===== src/rtl/ir_capture_pkg.sv =====
package ir_capture_pkg;

  // Strobes sent from the control module to the datapath, all valid for one cycle
  typedef struct packed {
    logic markStart;   // synchronized rising edge: timestamp the start of a burst
    logic markEnd;     // falling edge that ends a burst: latch the mark length
    logic pushPair;    // rising edge with a mark pending: push {mark, gap}
    logic pushTimeout; // gap reached the timeout: push {mark, all ones}
  } irStrobes_t;

endpackage


===== src/rtl/irCaptureCtrl.sv =====
module irCaptureCtrl
  import ir_capture_pkg::*;
#(
  parameter int CNT_W   = 16,
  parameter int TIMEOUT = 30000
) (
  input  logic             clk,
  input  logic             rstN,
  input  logic             irIn,
  input  logic [CNT_W-1:0] elapsed,
  output irStrobes_t       strobes
);

  // syncQ[0..1] form the two-flop synchronizer; syncQ[2] holds the previous level
  logic [2:0] syncQ;
  logic       rise, fall;
  logic       markActive;
  logic       pending;
  logic       timeUp;

  always_ff @(posedge clk or negedge rstN) begin
    if (!rstN) syncQ <= '0;
    else       syncQ <= {syncQ[1:0], irIn};
  end

  assign rise   = syncQ[1] & ~syncQ[2];
  assign fall   = ~syncQ[1] & syncQ[2];
  assign timeUp = elapsed >= CNT_W'(TIMEOUT);

  always_comb begin
    strobes             = '0;
    strobes.markStart   = rise;
    strobes.markEnd     = fall & markActive;
    strobes.pushPair    = rise & pending;
    strobes.pushTimeout = pending & ~rise & timeUp;
  end

  always_ff @(posedge clk or negedge rstN) begin
    if (!rstN) begin
      markActive <= 1'b0;
      pending    <= 1'b0;
    end else begin
      if (rise)      markActive <= 1'b1;
      else if (fall) markActive <= 1'b0;

      if (strobes.pushPair || strobes.pushTimeout) pending <= 1'b0;
      else if (strobes.markEnd)                    pending <= 1'b1;
    end
  end

  // every push needs a pending mark and leaves none behind
  assert_push_needs_pending_R5: assert property (@(posedge clk) disable iff (!rstN)
    (strobes.pushPair || strobes.pushTimeout) |-> pending);
  assert_push_clears_pending_R5: assert property (@(posedge clk) disable iff (!rstN)
    (strobes.pushPair || strobes.pushTimeout) |=> !pending);
  // the gap is checked every cycle, so a timeout push sees exactly the limit
  assert_timeout_exact_R4: assert property (@(posedge clk) disable iff (!rstN)
    strobes.pushTimeout |-> (elapsed == CNT_W'(TIMEOUT)));

endmodule


===== src/rtl/irPulseQueue.sv =====
module irPulseQueue #(
  parameter int DEPTH  = 32,
  parameter int WORD_W = 32
) (
  input  logic              clk,
  input  logic              rstN,
  input  logic              pushEn,
  input  logic [WORD_W-1:0] pushWord,
  input  logic              rdReady,
  output logic              rdValid,
  output logic [WORD_W-1:0] rdData
);

  localparam int IDX_W = $clog2(DEPTH);

  logic [WORD_W-1:0] store [DEPTH];
  logic [IDX_W-1:0]  wrIdx, rdIdx, wrNext, wrNext2;
  logic              full, lastSlot, accept, pop;

  assign wrNext   = wrIdx + IDX_W'(1);
  assign wrNext2  = wrIdx + IDX_W'(2);
  assign full     = (wrNext == rdIdx);
  assign lastSlot = (wrNext2 == rdIdx);
  assign accept   = pushEn & ~full;
  assign rdValid  = (wrIdx != rdIdx);
  assign pop      = rdValid & rdReady;
  assign rdData   = rdValid ? store[rdIdx] : '0;

  always_ff @(posedge clk) begin
    if (accept) store[wrIdx] <= lastSlot ? '1 : pushWord;
  end

  always_ff @(posedge clk or negedge rstN) begin
    if (!rstN) begin
      wrIdx <= '0;
      rdIdx <= '0;
    end else begin
      if (accept) wrIdx <= wrNext;
      if (pop)    rdIdx <= rdIdx + IDX_W'(1);
    end
  end

  // a head entry that is not accepted stays in place
  assert_head_hold_R8: assert property (@(posedge clk) disable iff (!rstN)
    (rdValid && !rdReady) |=> (rdValid && $stable(rdData)));
  // a pop advances the read index by exactly one slot
  assert_pop_advance_R6: assert property (@(posedge clk) disable iff (!rstN)
    pop |=> (rdIdx == $past(rdIdx) + IDX_W'(1)));
  // a push into a full queue leaves the write index alone
  assert_drop_when_full_R7: assert property (@(posedge clk) disable iff (!rstN)
    (pushEn && full) |=> (wrIdx == $past(wrIdx)));
  // once the marker is in and nothing is popped, the queue is full
  assert_full_after_marker_R7: assert property (@(posedge clk) disable iff (!rstN)
    (accept && lastSlot && !pop) |=> (wrIdx + IDX_W'(1) == rdIdx));

endmodule


===== src/rtl/irCaptureDatapath.sv =====
module irCaptureDatapath
  import ir_capture_pkg::*;
#(
  parameter int TICK_DIV = 72,
  parameter int CNT_W    = 16,
  parameter int DEPTH    = 32
) (
  input  logic               clk,
  input  logic               rstN,
  input  irStrobes_t         strobes,
  input  logic               rdReady,
  output logic [CNT_W-1:0]   elapsed,
  output logic               rdValid,
  output logic [2*CNT_W-1:0] rdData
);

  localparam int WORD_W = 2 * CNT_W;

  logic              tick;
  logic [CNT_W-1:0]  tickCnt, startStamp, endStamp, markLen;
  logic              pushEn;
  logic [WORD_W-1:0] pushWord;

  generate
    if (TICK_DIV == 1) begin : g_noDiv
      assign tick = 1'b1;
    end else begin : g_div
      localparam int DIV_W = $clog2(TICK_DIV);
      logic [DIV_W-1:0] divCnt;
      always_ff @(posedge clk or negedge rstN) begin
        if (!rstN)                             divCnt <= '0;
        else if (divCnt == DIV_W'(TICK_DIV-1)) divCnt <= '0;
        else                                   divCnt <= divCnt + DIV_W'(1);
      end
      assign tick = (divCnt == DIV_W'(TICK_DIV-1));
    end
  endgenerate

  always_ff @(posedge clk or negedge rstN) begin
    if (!rstN) begin
      tickCnt    <= '0;
      startStamp <= '0;
      endStamp   <= '0;
      markLen    <= '0;
    end else begin
      if (tick)              tickCnt    <= tickCnt + CNT_W'(1);
      if (strobes.markStart) startStamp <= tickCnt;
      if (strobes.markEnd) begin
        markLen  <= tickCnt - startStamp;
        endStamp <= tickCnt;
      end
    end
  end

  assign elapsed  = tickCnt - endStamp;
  assign pushEn   = strobes.pushPair | strobes.pushTimeout;
  assign pushWord = {markLen, strobes.pushTimeout ? {CNT_W{1'b1}} : elapsed};

  irPulseQueue #(
    .DEPTH  (DEPTH),
    .WORD_W (WORD_W)
  ) u_queue (
    .clk      (clk),
    .rstN     (rstN),
    .pushEn   (pushEn),
    .pushWord (pushWord),
    .rdReady  (rdReady),
    .rdValid  (rdValid),
    .rdData   (rdData)
  );

  // the timebase advances by at most one count per clock
  assert_tick_step_R2: assert property (@(posedge clk) disable iff (!rstN)
    (tickCnt == $past(tickCnt)) || (tickCnt == $past(tickCnt) + CNT_W'(1)));

endmodule


===== src/rtl/ir_pulse_capture.sv =====
module ir_pulse_capture
  import ir_capture_pkg::*;
#(
  parameter int TICK_DIV = 72,
  parameter int CNT_W    = 16,
  parameter int TIMEOUT  = 30000,
  parameter int DEPTH    = 32
) (
  input  logic               clk,
  input  logic               rstN,
  input  logic               irIn,
  input  logic               rdReady,
  output logic               rdValid,
  output logic [2*CNT_W-1:0] rdData
);

  irStrobes_t       strobes;
  logic [CNT_W-1:0] elapsed;

  irCaptureCtrl #(
    .CNT_W   (CNT_W),
    .TIMEOUT (TIMEOUT)
  ) u_ctrl (
    .clk     (clk),
    .rstN    (rstN),
    .irIn    (irIn),
    .elapsed (elapsed),
    .strobes (strobes)
  );

  irCaptureDatapath #(
    .TICK_DIV (TICK_DIV),
    .CNT_W    (CNT_W),
    .DEPTH    (DEPTH)
  ) u_dp (
    .clk     (clk),
    .rstN    (rstN),
    .strobes (strobes),
    .rdReady (rdReady),
    .elapsed (elapsed),
    .rdValid (rdValid),
    .rdData  (rdData)
  );

  // an empty queue presents zero on the data port
  assert_empty_reads_zero_R9: assert property (@(posedge clk) disable iff (!rstN)
    !rdValid |-> (rdData == '0));

endmodule


===== config.mk =====
export PLATFORM = sky130hd
export DESIGN_NAME = ir_pulse_capture
export DESIGN_NICKNAME = d
export VERILOG_FILES = /design/src/rtl/ir_capture_pkg.sv /design/src/rtl/irCaptureCtrl.sv /design/src/rtl/irPulseQueue.sv /design/src/rtl/irCaptureDatapath.sv /design/src/rtl/ir_pulse_capture.sv
export SDC_FILE = /design/constraint.sdc
export NUM_CORES = 1
export LEC_CHECK = 0
export ABC_AREA = 1
export BUFFER_PORTS_ARGS = -buffer_cell sky130_fd_sc_hd__buf_2
export CAP_MARGIN = 20
export CORE_MARGIN = 2
export CORE_UTILIZATION = 47
export CTS_CLUSTER_SIZE = 40
export DETAILED_ROUTE_END_ITERATION = 10
export PLACE_DENSITY = 0.68
export SYNTH_ARGS = -nofsm -noshare
export SYNTH_HDL_FRONTEND = slang
export SYNTH_HIERARCHICAL = 1
export SYNTH_SLANG_ARGS = --single-unit
export TNS_END_PERCENT = 1

===== constraint.sdc =====
create_clock -name clk -period 5.9 [get_ports clk]
set_clock_uncertainty 0.1 [all_clocks]
set_input_delay 1.18 -clock clk [delete_from_list [all_inputs] [get_ports clk]]
set_output_delay 1.18 -clock clk [all_outputs]
set_load 0.1 [all_outputs]

==> results by group <==
Routing
  • DRC viols: 0
  • DRT antenna net count: 0
  • Drt pass-1 iters: 6
  • Vias per cell: 5.33
  • Drt wl/cell: 19.7 µm
  • Initial DRC count: 3809
  • Post-Route WL: 123 mm
  • Via count: 33400

CTS
  • Htree depth: 3
  • Clock slew seen by the registers of the worst setup and hold paths: 0.06 ns
  • # resized after CTS: 0
  • CTS Root Buffer Type: clkbuf_16
  • TritonCTS clock tree: built
  • Longest Clk Path Bufs: 3
  • Hold buffer count at CTS: 0
  • Clock Sinks: 1110
  • Worst skew pair latency: 0.67 ns
  • Setup bufs post-CTS: 0
  • Total CTS buffers: 108

Power and ir drop
  • Switching pwr: 12700 µW
  • Sw Ratio: 0.433
  • Clock Power Share: 0.238
  • Overall Power: 29400 µW
  • Comb power frac: 0.401
  • Pwr per Cell Area: 542 nW/µm²
  • Max VDD drop: 1340 µV
  • Leak: 0.0222 µW
  • Seq pwr share: 0.361
  • Internal: 16700 µW

Setup path
  • Critical path arrival: 3.99 ns
  • Kind of critical path: register to output port
  • Worst r2r path cells: 18
  • Reg2reg setup slack: 1.21 ns
  • Critical Path Fanout Max: 65
  • Kind of end point of the critical path: output port
  • WP data required: 4.62 ns
  • R2r startpoint: u_dp/tickCnt[0]$_DFFE_PN0N_
  • Type of origin of the critical path: register
  • R2r endpoint: u_dp/u_queue/store[10][22]$_DFFE_PP_

Final layout
  • Share of layout cells above drive strength 1: 0.0741
  • Number of nets in the layout: 4843
  • Post-synthesis to final-layout area growth: 11.3%
  • Filler cells: 8749
  • Post-route insts no fill: 6264
  • Ant. Diodes: 0

STA
  • Hold WS: 0.253 ns
  • Final worst slack: 0.631 ns
  • Worst Tran Pin Value: 1.06 ns
  • Fin crit period: 5.27 ns
  • Final worst path period share: 0.893
  • Final setup vio count: 0
  • Fmax: 190 MHz
  • Final Hold Viols: 0
  • RSZ-0062 raised after global routing: no
  • Slew Viols, Final: 0
  • Setup TNS: 0 ns
  • Slew HR: 0.297

Floorplan
  • Die Span Y: 326 µm
  • Row cnt: 118
  • Core footprint: 103000 µm²
  • Die area: 106000 µm²
  • Die W: 326 µm
  • I/O pins: 37
  • Starting Density: 0.473

GRT
  • Initial antenna violation count: 1
  • Tot GR Track Use: 0.230
  • Number of global-route vias before repair: 32100
  • Largest net degree at the start of global routing: 172
  • Remaining Overflow, GRT: 0
  • Global-route wire length before repair: 189 mm

Placement
  • Detailed placer's ending HPWL: 71.3 mm
  • Dpl ws: 1.20 ns
  • I/O Buffers: 36
  • Dpl cells: 6066
  • Routability cong.: 0.814

Flow run
  • Max Cap Viol: 0

Synthesis
  • Ys Warns: 6
  • Mapped Area: 48800 µm²
  • Syn_nets: 4839
  • Mean Syn Cell Area: 10.2 µm²
  • Syn Inst Count: 4793

Hold path
  • Worst Hold Class: primary input to asynchronous set/reset pin

Run status
  • Outcome: finished, final reports clean
## registers in the layout, indices dropped and copies added, names as in the netlist, 3 cells and up
name / cells
u_dp/u_queue/store: 1024
u_dp/endStamp: 16
u_dp/markLen: 16
u_dp/startStamp: 16
u_dp/tickCnt: 16
u_dp/g_div.divCnt: 7
u_dp/u_queue/rdIdx: 5
u_dp/u_queue/wrIdx: 5
u_ctrl/syncQ: 3
## layout by cell type, fill, tap and decap left out, types with 10 or more instances in the layout
cell type,n
nor2_4,34
clkinv_2,22
buf_4,88
o21ai_0,185
dfrtp_1,82
xor2_1,19
clkbuf_16,111
xnor2_1,11
buf_2,35
edfxtp_1,1024
buf_12,11
clkbuf_1,16
nor2_1,344
bufinv_16,14
o21ai_1,28
a21oi_1,60
nand3_1,582
nand2_2,11
nand2_1,1582
clkinv_1,26
nor3_1,10
ha_1,40
inv_1,486
## power by group through the flow
stage	clock network, µW	registers (µW)	logic, µW
global route	7380	10600	12600
floorplan	0	10600	7840
finish	7000	10600	11800
CTS	7090	10600	11800
detailed placement	0	10800	11700
global placement	0	10800	11600
## worst max-delay path: stages, from the launching register on
cell,delay (ns)
dfrtp_4,0.89
buf_4,0.70
nand2_1,0.11
nand3_1,0.12
nand3_1,0.13
nand2_1,0.11
nor2_1,0.08
nand2_1,0.13
nand2_1,0.07
nor2_1,0.38
buf_2,0.52
## how the worst max path moves through the flow
stage                                            from                              endpoint  slack (ns)
floorplan                 u_dp/tickCnt[0]$_DFFE_PN0N_   u_dp/u_queue/store[10][0]$_DFFE_PP_        1.47
detailed placement        u_dp/tickCnt[0]$_DFFE_PN0N_  u_dp/u_queue/store[10][22]$_DFFE_PP_        1.20
global route        u_dp/u_queue/rdIdx[0]$_DFFE_PN0P_                             rdData[5]        0.49
CTS                 u_dp/u_queue/rdIdx[0]$_DFFE_PN0P_                            rdData[28]        0.64
global placement          u_dp/tickCnt[0]$_DFFE_PN0N_  u_dp/u_queue/store[10][22]$_DFFE_PP_        1.19
finish              u_dp/u_queue/rdIdx[0]$_DFFE_PN0P_                            rdData[20]        0.63
## metrics by stage
stage | instance area (µm²) | utilization
final | 54300 | 0.526
after global routing | 54300 | 0.526
after CTS | 54300 | 0.526
after detailed placement | 50700 | 0.491
after global placement | 50700 | 0.491
after floorplan | 48800 | -
## area by class of cell
type / instances / area, µm² / area share
repair buffers: 135 / 1080 / 0.0200
clock buffers: 129 / 2870 / 0.0528
clock inverters: 68 / 711 / 0.0131
multi-input cells: 2948 / 13100 / 0.241
well taps: 1380 / 1730 / 0.0318
flip-flops and latches: 1110 / 32900 / 0.606
inverters: 494 / 1880 / 0.0347
## metal layers
layer,track usage,wire length (µm),up-vias
met5,0,0,-
met4,0.0850,4000,0
met3,0.0283,8530,202
met2,0.382,59800,1244
met1,0.311,51200,16100
li1,-,-,15800
(Power assumes the default switching activity.)
